**src/rtl/tdm_pkg.sv**
```systemverilog
package tdm_pkg;

    localparam int SLOTS    = 16;
    localparam int WORD_W   = 16;
    localparam int LOCS     = 4;
    localparam int MIN_WORD = 4;

    localparam int SLOT_W = $clog2(SLOTS);
    localparam int BIT_W  = $clog2(WORD_W);
    localparam int IDX_W  = $clog2(LOCS);

    typedef logic [WORD_W-1:0] word_t;
    typedef logic [SLOT_W-1:0] slot_t;
    typedef logic [BIT_W-1:0]  bitpos_t;
    typedef logic [IDX_W-1:0]  idx_t;
    typedef logic [SLOTS-1:0]  mask_t;

    // Position of the serializer inside a frame
    typedef struct packed {
        logic    active;
        slot_t   slot;
        bitpos_t bitpos;
    } frame_pos_t;

    // End-of-slot event
    typedef struct packed {
        logic  valid;
        slot_t slot;
    } slot_evt_t;

    // Last bit position of a slot for a given size-minus-one field
    function automatic bitpos_t eff_last(input bitpos_t m1);
        return (m1 < bitpos_t'(MIN_WORD - 1)) ? bitpos_t'(MIN_WORD - 1) : m1;
    endfunction

    // Left-justify the low (last+1) bits of a shift register image
    function automatic word_t left_justify(input word_t sh, input bitpos_t last);
        bitpos_t amount;
        amount = bitpos_t'(WORD_W - 1) - last;
        return sh << amount;
    endfunction

endpackage

```
**src/rtl/tdm_frame_timer.sv**
```systemverilog
module tdm_frame_timer
    import tdm_pkg::*;
(
    input  logic       clk,
    input  logic       rst,
    input  logic       bit_en,
    input  logic       frame_start,
    input  slot_t      slots_m1,
    input  bitpos_t    wsz_m1,
    output frame_pos_t pos_o,
    output slot_evt_t  evt_o,
    output logic       shift_now,
    output bitpos_t    last_o
);

    frame_pos_t pos_q, pos_d;
    bitpos_t    last;
    logic       at_last;

    always_comb begin
        last      = eff_last(wsz_m1);
        at_last   = (pos_q.bitpos >= last);
        shift_now = bit_en && pos_q.active;
        evt_o.valid = shift_now && at_last;
        evt_o.slot  = pos_q.slot;

        pos_d = pos_q;
        if (bit_en) begin
            if (pos_q.active) begin
                if (at_last) begin
                    pos_d.bitpos = '0;
                    if (pos_q.slot >= slots_m1) begin
                        pos_d.active = 1'b0;
                    end else begin
                        pos_d.slot = pos_q.slot + 1'b1;
                    end
                end else begin
                    pos_d.bitpos = pos_q.bitpos + 1'b1;
                end
            end
            if (frame_start) begin
                pos_d.active = 1'b1;
                pos_d.slot   = '0;
                pos_d.bitpos = '0;
            end
        end
    end

    always_ff @(posedge clk) begin
        if (rst) begin
            pos_q <= '0;
        end else begin
            pos_q <= pos_d;
        end
    end

    assign pos_o  = pos_q;
    assign last_o = last;

endmodule

```
**src/rtl/tdm_buf_index.sv**
```systemverilog
module tdm_buf_index
    import tdm_pkg::*;
(
    input  logic      clk,
    input  logic      rst,
    input  slot_evt_t evt,
    input  mask_t     tx_mask,
    input  mask_t     rx_mask,
    input  idx_t      len_m1,
    output idx_t      idx_o,
    output logic      full_o
);

    idx_t idx_q;
    logic full_q;
    logic step;

    assign step = evt.valid && (tx_mask[evt.slot] || rx_mask[evt.slot]);

    always_ff @(posedge clk) begin
        if (rst) begin
            idx_q  <= '0;
            full_q <= 1'b0;
        end else begin
            full_q <= 1'b0;
            if (step) begin
                if (idx_q >= len_m1) begin
                    idx_q  <= '0;
                    full_q <= 1'b1;
                end else begin
                    idx_q <= idx_q + 1'b1;
                end
            end
        end
    end

    assign idx_o  = idx_q;
    assign full_o = full_q;

endmodule

```
**src/rtl/tdm_rx_capture.sv**
```systemverilog
module tdm_rx_capture
    import tdm_pkg::*;
(
    input  logic                   clk,
    input  logic                   rst,
    input  logic                   shift_now,
    input  logic                   sdi,
    input  slot_evt_t              evt,
    input  mask_t                  rx_mask,
    input  idx_t                   idx,
    input  bitpos_t                last,
    output logic [LOCS*WORD_W-1:0] rx_flat
);

    word_t sh_q, sh_d, store_word;
    logic  wr;

    assign sh_d       = {sh_q[WORD_W-2:0], sdi};
    assign store_word = left_justify(sh_d, last);
    assign wr         = evt.valid && rx_mask[evt.slot];

    always_ff @(posedge clk) begin
        if (rst) begin
            sh_q <= '0;
        end else if (shift_now) begin
            sh_q <= sh_d;
        end
    end

    for (genvar g = 0; g < LOCS; g++) begin : g_loc
        word_t loc_q;
        always_ff @(posedge clk) begin
            if (rst) begin
                loc_q <= '0;
            end else if (wr && (idx == idx_t'(g))) begin
                loc_q <= store_word;
            end
        end
        assign rx_flat[g*WORD_W +: WORD_W] = loc_q;
    end

endmodule

```
**src/rtl/tdm_tx_mux.sv**
```systemverilog
module tdm_tx_mux
    import tdm_pkg::*;
(
    input  frame_pos_t             pos,
    input  mask_t                  tx_mask,
    input  idx_t                   idx,
    input  logic [LOCS*WORD_W-1:0] tx_flat,
    output logic                   sdo
);

    word_t   locs [LOCS];
    bitpos_t sel;

    for (genvar g = 0; g < LOCS; g++) begin : g_unpack
        assign locs[g] = tx_flat[g*WORD_W +: WORD_W];
    end

    assign sel = bitpos_t'(WORD_W - 1) - pos.bitpos;
    assign sdo = pos.active && tx_mask[pos.slot] && locs[idx][sel];

endmodule

```
**src/rtl/tdm_slot_engine.sv**
```systemverilog
module tdm_slot_engine
    import tdm_pkg::*;
(
    input  logic                        clk,
    input  logic                        rst,
    input  logic                        bit_en,
    input  logic                        frame_start,
    input  logic [SLOT_W-1:0]           slots_m1,
    input  logic [BIT_W-1:0]            wsz_m1,
    input  logic [IDX_W-1:0]            buf_len_m1,
    input  logic [SLOTS-1:0]            tx_mask,
    input  logic [SLOTS-1:0]            rx_mask,
    input  logic [LOCS*WORD_W-1:0]      tx_words,
    input  logic                        sdi,
    output logic                        sdo,
    output logic [LOCS*WORD_W-1:0]      rx_words,
    output logic [IDX_W-1:0]            buf_idx,
    output logic                        buf_full
);

    frame_pos_t frm_pos;
    slot_evt_t  slot_evt;
    logic       shift_now;
    bitpos_t    last_bit;

    tdm_frame_timer i_timer (
        .clk         (clk),
        .rst         (rst),
        .bit_en      (bit_en),
        .frame_start (frame_start),
        .slots_m1    (slots_m1),
        .wsz_m1      (wsz_m1),
        .pos_o       (frm_pos),
        .evt_o       (slot_evt),
        .shift_now   (shift_now),
        .last_o      (last_bit)
    );

    tdm_buf_index i_index (
        .clk     (clk),
        .rst     (rst),
        .evt     (slot_evt),
        .tx_mask (tx_mask),
        .rx_mask (rx_mask),
        .len_m1  (buf_len_m1),
        .idx_o   (buf_idx),
        .full_o  (buf_full)
    );

    tdm_rx_capture i_rx (
        .clk       (clk),
        .rst       (rst),
        .shift_now (shift_now),
        .sdi       (sdi),
        .evt       (slot_evt),
        .rx_mask   (rx_mask),
        .idx       (buf_idx),
        .last      (last_bit),
        .rx_flat   (rx_words)
    );

    tdm_tx_mux i_tx (
        .pos     (frm_pos),
        .tx_mask (tx_mask),
        .idx     (buf_idx),
        .tx_flat (tx_words),
        .sdo     (sdo)
    );

endmodule

```
**config.mk**
```make
export PLATFORM = sky130hd
export DESIGN_NAME = tdm_slot_engine
export DESIGN_NICKNAME = d
export VERILOG_FILES = /design/src/rtl/tdm_pkg.sv /design/src/rtl/tdm_frame_timer.sv /design/src/rtl/tdm_buf_index.sv /design/src/rtl/tdm_rx_capture.sv /design/src/rtl/tdm_tx_mux.sv /design/src/rtl/tdm_slot_engine.sv
export SDC_FILE = /design/constraint.sdc
export NUM_CORES = 1
export LEC_CHECK = 0
export BUFFER_PORTS_ARGS = -buffer_cell sky130_fd_sc_hd__buf_2
export CELL_PAD_IN_SITES_DETAIL_PLACEMENT = 0
export CELL_PAD_IN_SITES_GLOBAL_PLACEMENT = 1
export CORE_ASPECT_RATIO = 0.5
export CORE_MARGIN = 4
export CORE_UTILIZATION = 32
export DETAILED_ROUTE_END_ITERATION = 10
export PLACE_DENSITY_LB_ADDON = 0.15
export REMOVE_ABC_BUFFERS = 1
export SKIP_LAST_GASP = 1
export SLEW_MARGIN = 20
export SYNTH_ARGS = -nofsm -noshare
export SYNTH_HDL_FRONTEND = slang
export SYNTH_SLANG_ARGS = --single-unit
export TNS_END_PERCENT = 30
```
**constraint.sdc**
```tcl
create_clock -name clk -period 5.2 [get_ports clk]
set_input_delay 1.3 -clock clk [delete_from_list [all_inputs] [get_ports clk]]
set_output_delay 1.3 -clock clk [all_outputs]
set_load 0.01 [all_outputs]
```
; Word-level counts from Yosys, hierarchy flattened
; Index checks and enable logic that the tools add are counted.
[word_totals]
out_inout_bits = 68
in_bits = 111
register_bits = 91
[op_classes]
bitwise = 2
shifts = 1
n_eq_ne = 4
add_sub_neg = 5
reduce_logical = 17
mux = 18
magnitude_cmp = 7
[ops]
columns = cell, n
row1 = 16-bit binary-select mux with 2-bit select, 1
row2 = 16-bit 2-to-1 mux, 2
row3 = 9-bit 2-to-1 mux, 2
row4 = 16-bit by 4-bit left shift with 16-bit output, 1
row5 = 1-bit binary-select mux with 4-bit select, 3
row6 = 4-bit 2-to-1 mux, 3
row7 = 1-bit logical AND, 10
row8 = "4-bit by 5-bit < comparator with 1-bit output, second input constant", 2
row9 = "4-bit by 1-bit adder with 4-bit output, second input constant", 2
row10 = 4-bit greater-or-equal comparator, 2
row11 = "4-bit subtractor, first input constant", 2
row12 = 1-bit 2-to-1 mux, 5
row13 = 5-bit 2-to-1 mux, 1
row14 = "2-bit == test, second input constant", 2
row15 = "4-bit by 2-bit < comparator with 1-bit output, second input constant", 1
row16 = 4-bit AND reduction, 1
row17 = 2-bit nonzero test, 2
row18 = "3-bit greater-or-equal comparator, second input constant", 1
row19 = 2-bit inverter with 3-bit output, 1
row20 = "2-bit by 1-bit adder with 2-bit output, second input constant", 1
row21 = "2-bit by 1-bit == test with 1-bit output, second input constant", 1
row22 = 2-bit greater-or-equal comparator, 1
row23 = 2-bit logical NOT, 1
row24 = 2-bit 2-to-1 mux, 1
row25 = other kinds (5), 5

; Longest topological paths before layout
; Gate-level depths: netlist (run 1).
[depth]
ltp_word = 7
ltp_mapped = 13

; Hierarchy
; From an unflattened synthesis (run 1), not the netlist that was laid out.
[unflattened]
hier_cells = 653
hier_area_um2 = 5926.9
[by_module_without_submodules]
columns = mod, cells_each, instances, area_each_um2
row1 = tdm_rx_capture, 440, 1, 3980.1
row2 = tdm_frame_timer, 96, 1, 812.0
row3 = tdm_tx_mux, 64, 1, 732.0
row4 = tdm_buf_index, 53, 1, 402.9

; Least setup slack after synthesis (run 1)
; No wires, ideal clock.
[synth_timing]
kind = in2reg
start = in wsz_m1[0]
end = reg i_rx.g_loc[0].loc_q[3]
path_buffers = 4
path_stages = 13
path_slack_ps = 1443
setup_time_ps = 128
arrival_time_ps = 3629
cell_sequence = o21ba_1 -> buf_6 -> inv_2 -> buf_4 -> ha_1 -> nand2b_1 -> a2111o_1 -> and2_1 -> clkbuf_1 -> nand4_4 -> buf_6 -> mux2i_1 -> nor2_1
[synth_between]
elab_chain_cells = 6
[synth_rtl]
columns = element, line_no
row1 = "start, declared", tdm_slot_engine.sv:9  ; input logic [BIT_W-1:0] wsz_m1,
row2 = 4-bit by 2-bit < comparator with 1-bit output, tdm_pkg.sv:33  ; return (m1 < bitpos_t'(MIN_WORD - 1)) ? bitpos_t'(MIN_WORD - 1) : m1;
row3 = 4-bit 2-to-1 mux *, tdm_pkg.sv:33
row4 = "parallel branches: the longest is 4 deep, another holds 4-bit subtractor", n/a
row5 = "end signal, assigned", tdm_rx_capture.sv:36  ; loc_q <= store_word;
row6 = "end, declared", tdm_rx_capture.sv:31  ; word_t loc_q;
; Every way passes the cells marked *.
; A chain may end at the register's enable or synchronous reset.

; Worst setup path in the final report (run 1)
[layout_timing]
start = reg i_index.idx_q[0], in the netlist i_index.idx_o[0]
end = out sdo
[layout_between]
elab_chain_cells = 7
[layout_rtl]
columns = element, line_no
row1 = "start, declared", tdm_buf_index.sv:14  ; idx_t idx_q;
row2 = "start signal, assigned", tdm_buf_index.sv:31  ; idx_q <= idx_q + 1'b1;
row3 = 2-bit inverter with 3-bit output (not written as such), tdm_tx_mux.sv:19  ; assign sdo = pos.active && tx_mask[pos.slot] && locs[idx][sel];
row4 = 16-bit binary-select mux with 2-bit select, tdm_tx_mux.sv:19
row5 = 16-bit 2-to-1 mux (not written as such) (2 in a row), tdm_tx_mux.sv:19
row6 = 1-bit binary-select mux with 4-bit select, tdm_tx_mux.sv:19
row7 = 1-bit 2-to-1 mux (not written as such), tdm_tx_mux.sv:19
row8 = 1-bit logical AND, tdm_tx_mux.sv:19
row9 = "end, declared", tdm_slot_engine.sv:15  ; output logic sdo,
; No other way between the ends. The select of a mux whose other input is x is not followed.

==> results of run 1 <==
-- path summary, 6_finish.rpt --
path / endpoint / slack, ns / depth (start not counted)
worst max-delay path: sdo / 1.15 / 7
worst min-delay path: i_rx.sh_q[14]$_SDFFE_PP0P_ / 0.47 / 2
worst min register to register: i_rx.sh_q[14]$_SDFFE_PP0P_ / 0.47 / 2
worst max register to register: i_rx.g_loc[3].loc_q[10]$_SDFFE_PP0P_ / 2.23 / 8
-- synth_stat cells, types with 2 or more instances --
| cell | count |
|---|---|
| dfxtp_1 | 91 |
| nor2_1 | 62 |
| nand2_1 | 53 |
| mux2i_1 | 50 |
| a21oi_1 | 36 |
| mux4_2 | 30 |
| clkbuf_1 | 25 |
| inv_1 | 18 |
| nor2b_1 | 17 |
| ha_1 | 16 |
| a211oi_1 | 14 |
| o21ai_0 | 13 |
| nor3_1 | 10 |
| a21o_1 | 8 |
| and3b_1 | 8 |
| nand3_1 | 8 |
| and2_1 | 7 |
| nand3b_1 | 6 |
| buf_6 | 5 |
| mux2_2 | 5 |
| nand2b_1 | 5 |
| nand4_1 | 5 |
| a22oi_1 | 4 |
| buf_2 | 4 |
| nand4_4 | 4 |
| o21a_1 | 3 |
| o221ai_1 | 3 |
| o2bb2ai_1 | 3 |
| o311a_1 | 3 |
| buf_4 | 2 |
| o21bai_1 | 2 |
| o31ai_1 | 2 |
| or2_2 | 2 |
-- critical path, stage by stage (launching register included) --
cell and delay [ns]:
dfxtp_1 0.94, mux4_2 0.62, and2_1 0.17, a211oi_1 0.21, a31oi_1 0.06, mux2i_1 0.16
a211oi_1 0.09, buf_2 0.15
-- where the power goes --
group	leakage, nW	switching, mW	total, mW	internal [mW]
Combinational	2.31	0.0859	0.161	0.0749
Clock	0.135	0.308	0.645	0.337
Sequential	0.733	0.00291	0.700	0.697
-- state kept, by name (all words and copies together), names as in the netlist --
register / cells
i_index.full_o: 1
i_timer.evt_o: 4
i_rx.sh_q: 15
i_timer.pos_o: 5
i_index.idx_o: 2
i_rx.g_loc.loc_q: 64
-- final cells by class --
| class | count | share of cell area |
|---|---|---|
| Timing Repair Buffer | 180 | 0.140 |
| Clock buffer | 9 | 0.0343 |
| Tap cell | 221 | 0.0421 |
| Clock inverter | 7 | 0.0107 |
| Sequential cell | 91 | 0.277 |
| Multi-Input combinational cell | 403 | 0.485 |
| Inverter | 19 | 0.0109 |
-- kinds of logic (layout without fill, tap and decap cells) --
family | Yosys count | count (layout) | synth area share
and+or+nand+nor | 192 | 192 | 0.190
AOI/OAI and AO/OA | 108 | 108 | 0.139
DFF | 91 | 91 | 0.346
muxes | 85 | 85 | 0.234
buffers and inverters | 56 | 215 | 0.0494
adders and majority gates | 16 | 16 | 0.0380
xor gates and xnor gates | 2 | 2 | 0.00333
-- per-stage QoR --
stage / worst slack, ns / area [sq um] / util
floorplan: 1.46 / 5080 / -
global placement: 0.907 / 6270 / 0.398
detailed placement: 0.844 / 6270 / 0.398
CTS: 1.05 / 6570 / 0.416
global route: 0.853 / 6570 / 0.416
finish: 1.15 / 6570 / 0.416
-- layer usage --
metal  wire length, um  up-vias  track usage
li1                  -     2321            -
met5                 7        -            0
met3              1050        6       0.0510
met2              6940      142        0.258
met1              7590     2208        0.233
met4                90        2       0.0333
==> out/results.txt, run 1 <==
Top FF cell, synth: dfxtp_1
Leading area contributor after synthesis: dfxtp_1
Detailed-route via count: 4679
Final Critical Period: 4.05 ns
Worst Hold Launch: i_rx.sh_q[14]$_SDFFE_PP0P_
Total Nets Final: 831
Distinct cells, synth: 59
First-pass GRT wire length: 25200 um
# diodes: 0
Sequential share of the synthesized area: 0.346
Netlist Area Pre-Place: 5270 sq um
Number of global-route vias before repair: 4631
Antenna violations before repair: 1
GRT overflow: 0
Multi-input gate area: 3180 sq um
Worst r2r src: i_timer.pos_o[0]$_SDFFE_PP0P_
Peak VDD IR: 0.000145 V
Max Clk Rate: 247 MHz
CP Class: flop to output port
Cells after DPL: 914
DR WL/cell: 16.9 um
Clk slew on worst S/H paths: 0.07 ns
Iter 0 DRT Violations: 259
Synthesis-to-layout area growth: 24.7%
FF/Latch Area: 1820 sq um
Post-CTS Setup Inserts: 0
H-tree lvl count: 3
# resized after CTS: 0
Synth Area per Inst: 9.57 sq um
# setup viols final: 0
Final WL: 15700 um
Slew @ Worst Pin: 0.965 ns
Height of the die: 98.7 um
Tightest hold margin: 0.468 ns
Worst path arrival time: 2.75 ns
I/O Buffers: 178
Clock Sinks: 91
P_leak: 3.17 nW
Max Transition Viols Final: 0
Hpwl dp: 11900 um
Crit path required time: 3.90 ns
Slew HR: 0.356
Ys Warns: 0
Pwr/cell area: 229 nW/um^2
Max Fanout on Critical Path: 17
Crit. Startpoint: i_index.idx_o[0]$_SDFFE_PP0P_
Clock Tree Buf Depth: 2
Worst skew pair latency: 0.34 ns
Hold Path Class: flop to flop
Most common cell after layout, fill and taps aside: buf_2
DRC viols: 0
Cts hold-fix bufs: 0
Seq cells post-synth: 91
TritonRoute pass-1 iters: 4
Worst Setup End Kind: output port
Num rows: 32
Starting density of the core: 0.334
Post-synth ARST share: 0
CTS tree: built
Status: finished clean
Total CTS buffers: 9
Max Clock Skew: 0.00938 ns
CP Launch Type: flop
Total power: 1.51 mW
Die width: 189 um
GRT Overall Usage: 0.167
Share of the synthesized area in the top cell type: 0.346
Core area: 15800 sq um
Most frequent cells in the layout: buf_2 (178), dfxtp_1 (91), nor2_1 (62)
CTS root buf: clkbuf_16
Layout Cells excl Fill: 930
Largest cells by area after synthesis: dfxtp_1 (35%), mux4_2 (13%), mux2i_1 (9.5%), nor2_1 (4.4%), ha_1 (3.8%)
Die footprint: 18700 sq um
Share of cells above drive strength 1: 0.343
RSZ-0062 raised after global routing: no
MaxCap Viol Count: 0
RePlAce Congestion: 0.836
Final antenna-violating net count: 0
Fraction of the cycle the final worst path needs: 0.778
Largest net degree at the start of global routing: 57
Number of flops mapped to enable cells by yosys: 0
Fillers: 1594
Syn Inst Count: 550
# IOs: 179
DR vias/cell: 5.03
Setup TNS: 0 ns
Endpoints failing hold: 0
Power figures use the tool's default switching activity.
==> run 2: changes to the inputs <==
--- a/config.mk
+++ b/config.mk
@@ -5,6 +5,7 @@
 export SDC_FILE = /design/constraint.sdc
 export NUM_CORES = 1
 export LEC_CHECK = 0
+export ABC_AREA = 1
 export BUFFER_PORTS_ARGS = -buffer_cell sky130_fd_sc_hd__buf_2
 export CELL_PAD_IN_SITES_DETAIL_PLACEMENT = 0
 export CELL_PAD_IN_SITES_GLOBAL_PLACEMENT = 1
==> constraint.sdc (replaced) <==
create_clock -name clk -period 4 [get_ports clk]
set_input_delay 1 -clock clk [delete_from_list [all_inputs] [get_ports clk]]
set_output_delay 1 -clock clk [all_outputs]
set_load 0.01 [all_outputs]
==> out/results.txt, run 2 <==
Share of the synthesized area in the top cell type: 0.316
Leading area contributor after synthesis: dfxtp_1
CP Launch Type: primary input
# setup viols final: 0
Syn Inst Count: 973
Sequential share of the synthesized area: 0.316
Hold path cells: 2
Share of cells above drive strength 1: 0.206
Largest net degree at the start of global routing: 41
Final antenna-violating net count: 0
# IOs: 179
Seq cells post-synth: 91
Cts hold-fix bufs: 0
Detailed-route via count: 6093
CP Class: primary input to flop
Crit path required time: 4.28 ns
Total Nets Final: 1252
Worst skew pair latency: 0.35 ns
R2r setup slk: 1.37 ns
# resized after CTS: 0
Post-Synth Adder-Cell Area: 0.0347
Hold Path Class: flop to flop
Post-synth ARST share: 0
GRT Overall Usage: 0.173
GRT overflow: 0
Max reg flops: 64
Final WL: 17400 um
Worst Hold Launch: i_rx.sh_q[14]$_SDFFE_PP0P_
Total CTS buffers: 9
RePlAce Congestion: 0.845
Post-CTS Setup Inserts: 0
Worst stage delay on the critical path: 0.54 ns
Pwr/cell area: 288 nW/um^2
Placed Area: 6780 sq um
Critical path cell sequence: buf_2 > nor2_2 > nor2_4 > ha_1 > inv_1 > o21bai_1 > nand3_1 > nand3_1 > nand2_1 > inv_2 > nand3_2 > nand2_1 > nand2_1 > nor2_1
Largest Register: i_rx.g_loc.loc_q
Clock Tree Buf Depth: 2
Post-synthesis mux area share: 0
R2r endpoint: i_rx.g_loc[0].loc_q[15]$_SDFFE_PP0P_
# diodes: 0
DR vias/cell: 4.47
Antenna violations before repair: 1
Max Clk Rate: 305 MHz
Post-Synth Simple-Gate Area: 0.412
Post-synthesis xor/xnor area fraction: 0.00152
CP max-delay cell: nand3_2
Hold EP: i_rx.sh_q[14]$_SDFFE_PP0P_
Fin area: 7080 sq um
Ys Warns: 0
Num rows: 34
Peak VDD IR: 0.000203 V
Fillers: 1962
Fraction of the cycle the final worst path needs: 0.820
I/O Buffers: 178
P_leak: 3.91 nW
FF/Latch Area: 1820 sq um
Endpoints failing hold: 0
Die width: 198 um
H-tree lvl count: 3
Clk slew on worst S/H paths: 0.07 ns
Worst r2r src: i_timer.pos_o[0]$_SDFFE_PP0P_
Top FF cell, synth: dfxtp_1
MaxCap Viol Count: 0
Number of global-route vias before repair: 5712
Synthesis-to-layout area growth: 22.6%
Core area: 17500 sq um
Slew @ Worst Pin: 0.747 ns
RSZ-0062 raised after global routing: no
Max Fanout on Critical Path: 31
Max Transition Viols Final: 0
Final Critical Period: 3.28 ns
Starting density of the core: 0.329
Setup TNS: 0 ns
First-pass GRT wire length: 28900 um
DR WL/cell: 12.8 um
Iter 0 DRT Violations: 264
Clock Sinks: 91
Complex-gate fraction of the synthesized area: 0.108
Most frequent cells in the layout: nand2_1 (289), nor2_1 (179), buf_2 (178)
Height of the die: 103 um
Largest cells by area after synthesis: dfxtp_1 (32%), nand2_1 (19%), nor2_1 (12%), inv_1 (8.1%), nand3_1 (7.0%)
Crit path top cell by count: nand2_1
Distinct cells, synth: 34
Most common cell after layout, fill and taps aside: nand2_1
DRC viols: 0
Worst reg-to-reg path cell count: 11
Number of flops mapped to enable cells by yosys: 0
CTS root buf: clkbuf_16
Max Clock Skew: 0.0110 ns
Hpwl dp: 13300 um
Top-count cell post-synth: nand2_1
Slew HR: 0.501
CTS tree: built
Netlist Area Pre-Place: 5770 sq um
Post-synth top cells: nand2_1 (289), nor2_1 (179), inv_1 (124)
Multi-input gate area: 3210 sq um
Largest family of logic cells by synthesized area: simple AND/OR/NAND/NOR gates
TritonRoute pass-1 iters: 5
Synth Area per Inst: 5.93 sq um
Worst Setup End Kind: flop
Status: finished clean
Die footprint: 20400 sq um
Worst path arrival time: 3.56 ns
run 2: cell count changes in the layout (fill, tap and decap cells not counted), sizes merged, moves of 44 or more:
cell	delta
inv	+111
mux2i	-50
nand2	+239
nand3	+77
nor2	+126
o21ai	+44
run 2: power by group:
group	leakage (nW)	internal (mW)	switching (mW)
sequential	0.735	0.915	0.00796
clock	0.143	0.440	0.406
combinational	3.03	0.101	0.163
total	3.91	1.46	0.578
run 2: worst max path at each step:
stage          cells past startpoint  slack, ns                          start                                    to
6_report                          14       0.72                      wsz_m1[3]  i_rx.g_loc[0].loc_q[15]$_SDFFE_PP0P_
5_1_grt                           13       0.34                      wsz_m1[3]   i_rx.g_loc[1].loc_q[3]$_SDFFE_PP0P_
4_1_cts                           11       0.69  i_index.idx_o[0]$_SDFFE_PP0P_                                   sdo
3_5_place_dp                      13       0.36                      wsz_m1[3]   i_rx.g_loc[1].loc_q[2]$_SDFFE_PP0P_
3_3_place_gp                      13       0.51                      wsz_m1[3]   i_rx.g_loc[1].loc_q[6]$_SDFFE_PP0P_
2_1_floorplan                      7       0.82  i_index.idx_o[0]$_SDFFE_PP0P_                                   sdo
run 2: area by class of cell:
type,count,area share
Multi-Input combinational cell,705,0.453
Sequential cell,91,0.257
Timing Repair Buffer,188,0.137
Inverter,130,0.0693
Tap cell,234,0.0414
Clock buffer,9,0.0318
Clock inverter,7,0.0103
run 2: worst max-delay path: cells and delay by family:
family	cells	cell delay, ns
and+or+nand+nor	9	1.72
buffers and inverters	3	0.48
adders and majority gates	1	0.22
AOI/OAI and AO/OA	1	0.13
run 2: stage by stage:
step                hold WS [ns]  total power [mW]  setup slack [ns]  utilization  cells
floorplan                  0.432              1.09             0.818            -    926
finish                     0.466              2.03             0.720        0.404   1364
global placement           0.450              1.21             0.510        0.387   1348
global route               0.499              2.15             0.340        0.404   1364
detailed placement         0.456              1.21             0.363        0.387   1348
CTS                        0.468              2.06             0.692        0.404   1364
run 2: kinds of logic after synthesis:
| logic type | after synthesis |
|---|---|
| flops | 91 |
| simple gates | 578 |
| buf+inv | 177 |
| xor+xnor | 1 |
| fa+ha+maj | 16 |
| compound gates | 110 |
run 2: layer usage:
metal | up-vias | routed length (um) | global-route usage
li1 | 3300 | - | -
met1 | 2651 | 9230 | 0.253
met2 | 127 | 7030 | 0.256
met3 | 13 | 1040 | 0.0473
met4 | 2 | 127 | 0.0286
met5 | - | 13 | 0
==> run 3: changes to the inputs <==
==> constraint.sdc (replaced) <==
create_clock -name clk -period 3.1 [get_ports clk]
set_input_delay 0.775 -clock clk [delete_from_list [all_inputs] [get_ports clk]]
set_output_delay 0.775 -clock clk [all_outputs]
set_load 0.01 [all_outputs]
==> out/results.txt, run 3 (synthesis gave the netlist of run 2 again) <==
Crit path required time: 2.32 ns
Total CTS buffers: 9
# diodes: 0
Starting density of the core: 0.329
Setup TNS: 0 ns
CP Class: flop to output port
Number of global-route vias before repair: 5697
Gate power share: 0.134
Hpwl dp: 13000 um
Slew @ Worst Pin: 0.447 ns
Worst path bufs/invs: 2
Detailed-route via count: 6149
Max Fanout on Critical Path: 37
Worst skew pair latency: 0.34 ns
Worst stage delay on the critical path: 0.33 ns
Slew HR: 0.702
Antenna violations before repair: 1
RePlAce Congestion: 0.800
Final WL: 17300 um
Fraction of the cycle the final worst path needs: 0.898
GRT overflow: 0
Total Nets Final: 1260
# IOs: 179
Hold Path Class: flop to flop
Iter 0 DRT Violations: 208
Clock Sinks: 91
Max reg flops: 64
Final antenna-violating net count: 0
DR vias/cell: 4.48
CTS tree: built
Worst Setup End Kind: output port
Core area: 17500 sq um
Max Clk Rate: 359 MHz
MaxCap Viol Count: 0
Clock Tree Buf Depth: 2
Sequential power share: 0.459
Pwr/cell area: 363 nW/um^2
H-tree lvl count: 3
Critical path cell sequence: buf_4 > or2_2 > nand3_1 > o21ai_0 > nand2_1 > nand2_1 > nor2_1 > nand2_1 > a21oi_1 > nor2_1 > buf_2
Peak VDD IR: 0.000233 V
Largest Register: i_rx.g_loc.loc_q
RSZ-0062 raised after global routing: no
Fin worst setup slack: 0.316 ns
Clk pwr share: 0.407
Endpoints failing hold: 0
# setup viols final: 0
Crit path top cell by count: nand2_1
Int Pwr: 1.89 mW
Worst path arrival time: 2.01 ns
Placed Area: 6860 sq um
Num rows: 34
CP max-delay cell: or2_2
DRC viols: 0
First-pass GRT wire length: 28200 um
Cts hold-fix bufs: 0
Sw Pwr: 0.705 mW
Synthesis-to-layout area growth: 23.9%
P_leak: 3.95 nW
Final Critical Period: 2.78 ns
Die footprint: 20400 sq um
Share of cells above drive strength 1: 0.212
Max Transition Viols Final: 0
Most frequent cells in the layout: nand2_1 (289), nor2_1 (179), buf_2 (178)
Sw Share: 0.271
Max Clock Skew: 0.00834 ns
I/O Buffers: 178
Most common cell after layout, fill and taps aside: nand2_1
TritonRoute pass-1 iters: 4
GRT Overall Usage: 0.168
Height of the die: 103 um
# resized after CTS: 0
Place WS: 0.344 ns
Total power: 2.60 mW
DR WL/cell: 12.6 um
Fin area: 7150 sq um
Largest net degree at the start of global routing: 74
Status: finished clean
CTS root buf: clkbuf_16
Die width: 198 um
CP Launch Type: flop
Clk slew on worst S/H paths: 0.07 ns
Post-CTS Setup Inserts: 0
Cell family with most CP delay: simple AND/OR/NAND/NOR gates
==> run 3: worst reg2reg max path: cells and delay by family, from the launching register on <==
family | cells | cell delay (ns)
AOI/OAI and AO/OA | 1 | 0.14
adders and majority gates | 1 | 0.23
DFF | 1 | 0.49
buffers and inverters | 3 | 0.61
and+or+nand+nor | 7 | 0.62
==> run 3: power by group through the flow <==
stage,sequential [mW],combinational [mW],clock (mW)
3_3_place_gp,1.22,0.351,0
5_1_grt,1.19,0.399,1.14
3_5_place_dp,1.22,0.351,0
6_report,1.19,0.348,1.06
4_1_cts,1.19,0.353,1.09
2_1_floorplan,1.22,0.193,0
==> run 3: layer usage <==
| metal | routed length [um] | up-vias | global-route usage |
|---|---|---|---|
| li1 | - | 3318 | - |
| met5 | 8 | - | 0 |
| met4 | 85 | 2 | 0.0291 |
| met1 | 8930 | 2687 | 0.241 |
| met2 | 7210 | 135 | 0.262 |
| met3 | 1090 | 7 | 0.0415 |
==> run 3: final cells by class <==
| type | instances | area (sq um) |
|---|---|---|
| Fill cell | 1974 | 10400 |
| Multi-Input combinational cell | 705 | 3210 |
| Tap cell | 234 | 293 |
| Inverter | 130 | 490 |
| Clock inverter | 6 | 48.8 |
| Clock buffer | 10 | 239 |
| Timing Repair Buffer | 196 | 1050 |
| Sequential cell | 91 | 1820 |
==> run 3: worst paths after layout <==
path                            slack [ns]                     startpoint  cells past startpoint                                    to
worst max register to register        0.94  i_timer.pos_o[0]$_SDFFE_PP0P_                     12  i_rx.g_loc[1].loc_q[14]$_SDFFE_PP0P_
worst min register to register        0.47     i_rx.sh_q[14]$_SDFFE_PP0P_                      2            i_rx.sh_q[14]$_SDFFE_PP0P_
worst max-delay path                  0.32  i_index.idx_o[0]$_SDFFE_PP0P_                     11                                   sdo
worst min-delay path                  0.47     i_rx.sh_q[14]$_SDFFE_PP0P_                      2            i_rx.sh_q[14]$_SDFFE_PP0P_
==> run 3: metrics by stage <==
stage	hold WS [ns]	utilization	cells
2_1_floorplan	0.432	-	926
3_3_place_gp	0.451	0.392	1356
3_5_place_dp	0.466	0.392	1356
4_1_cts	0.476	0.408	1372
5_1_grt	0.493	0.408	1372
6_report	0.473	0.408	1372
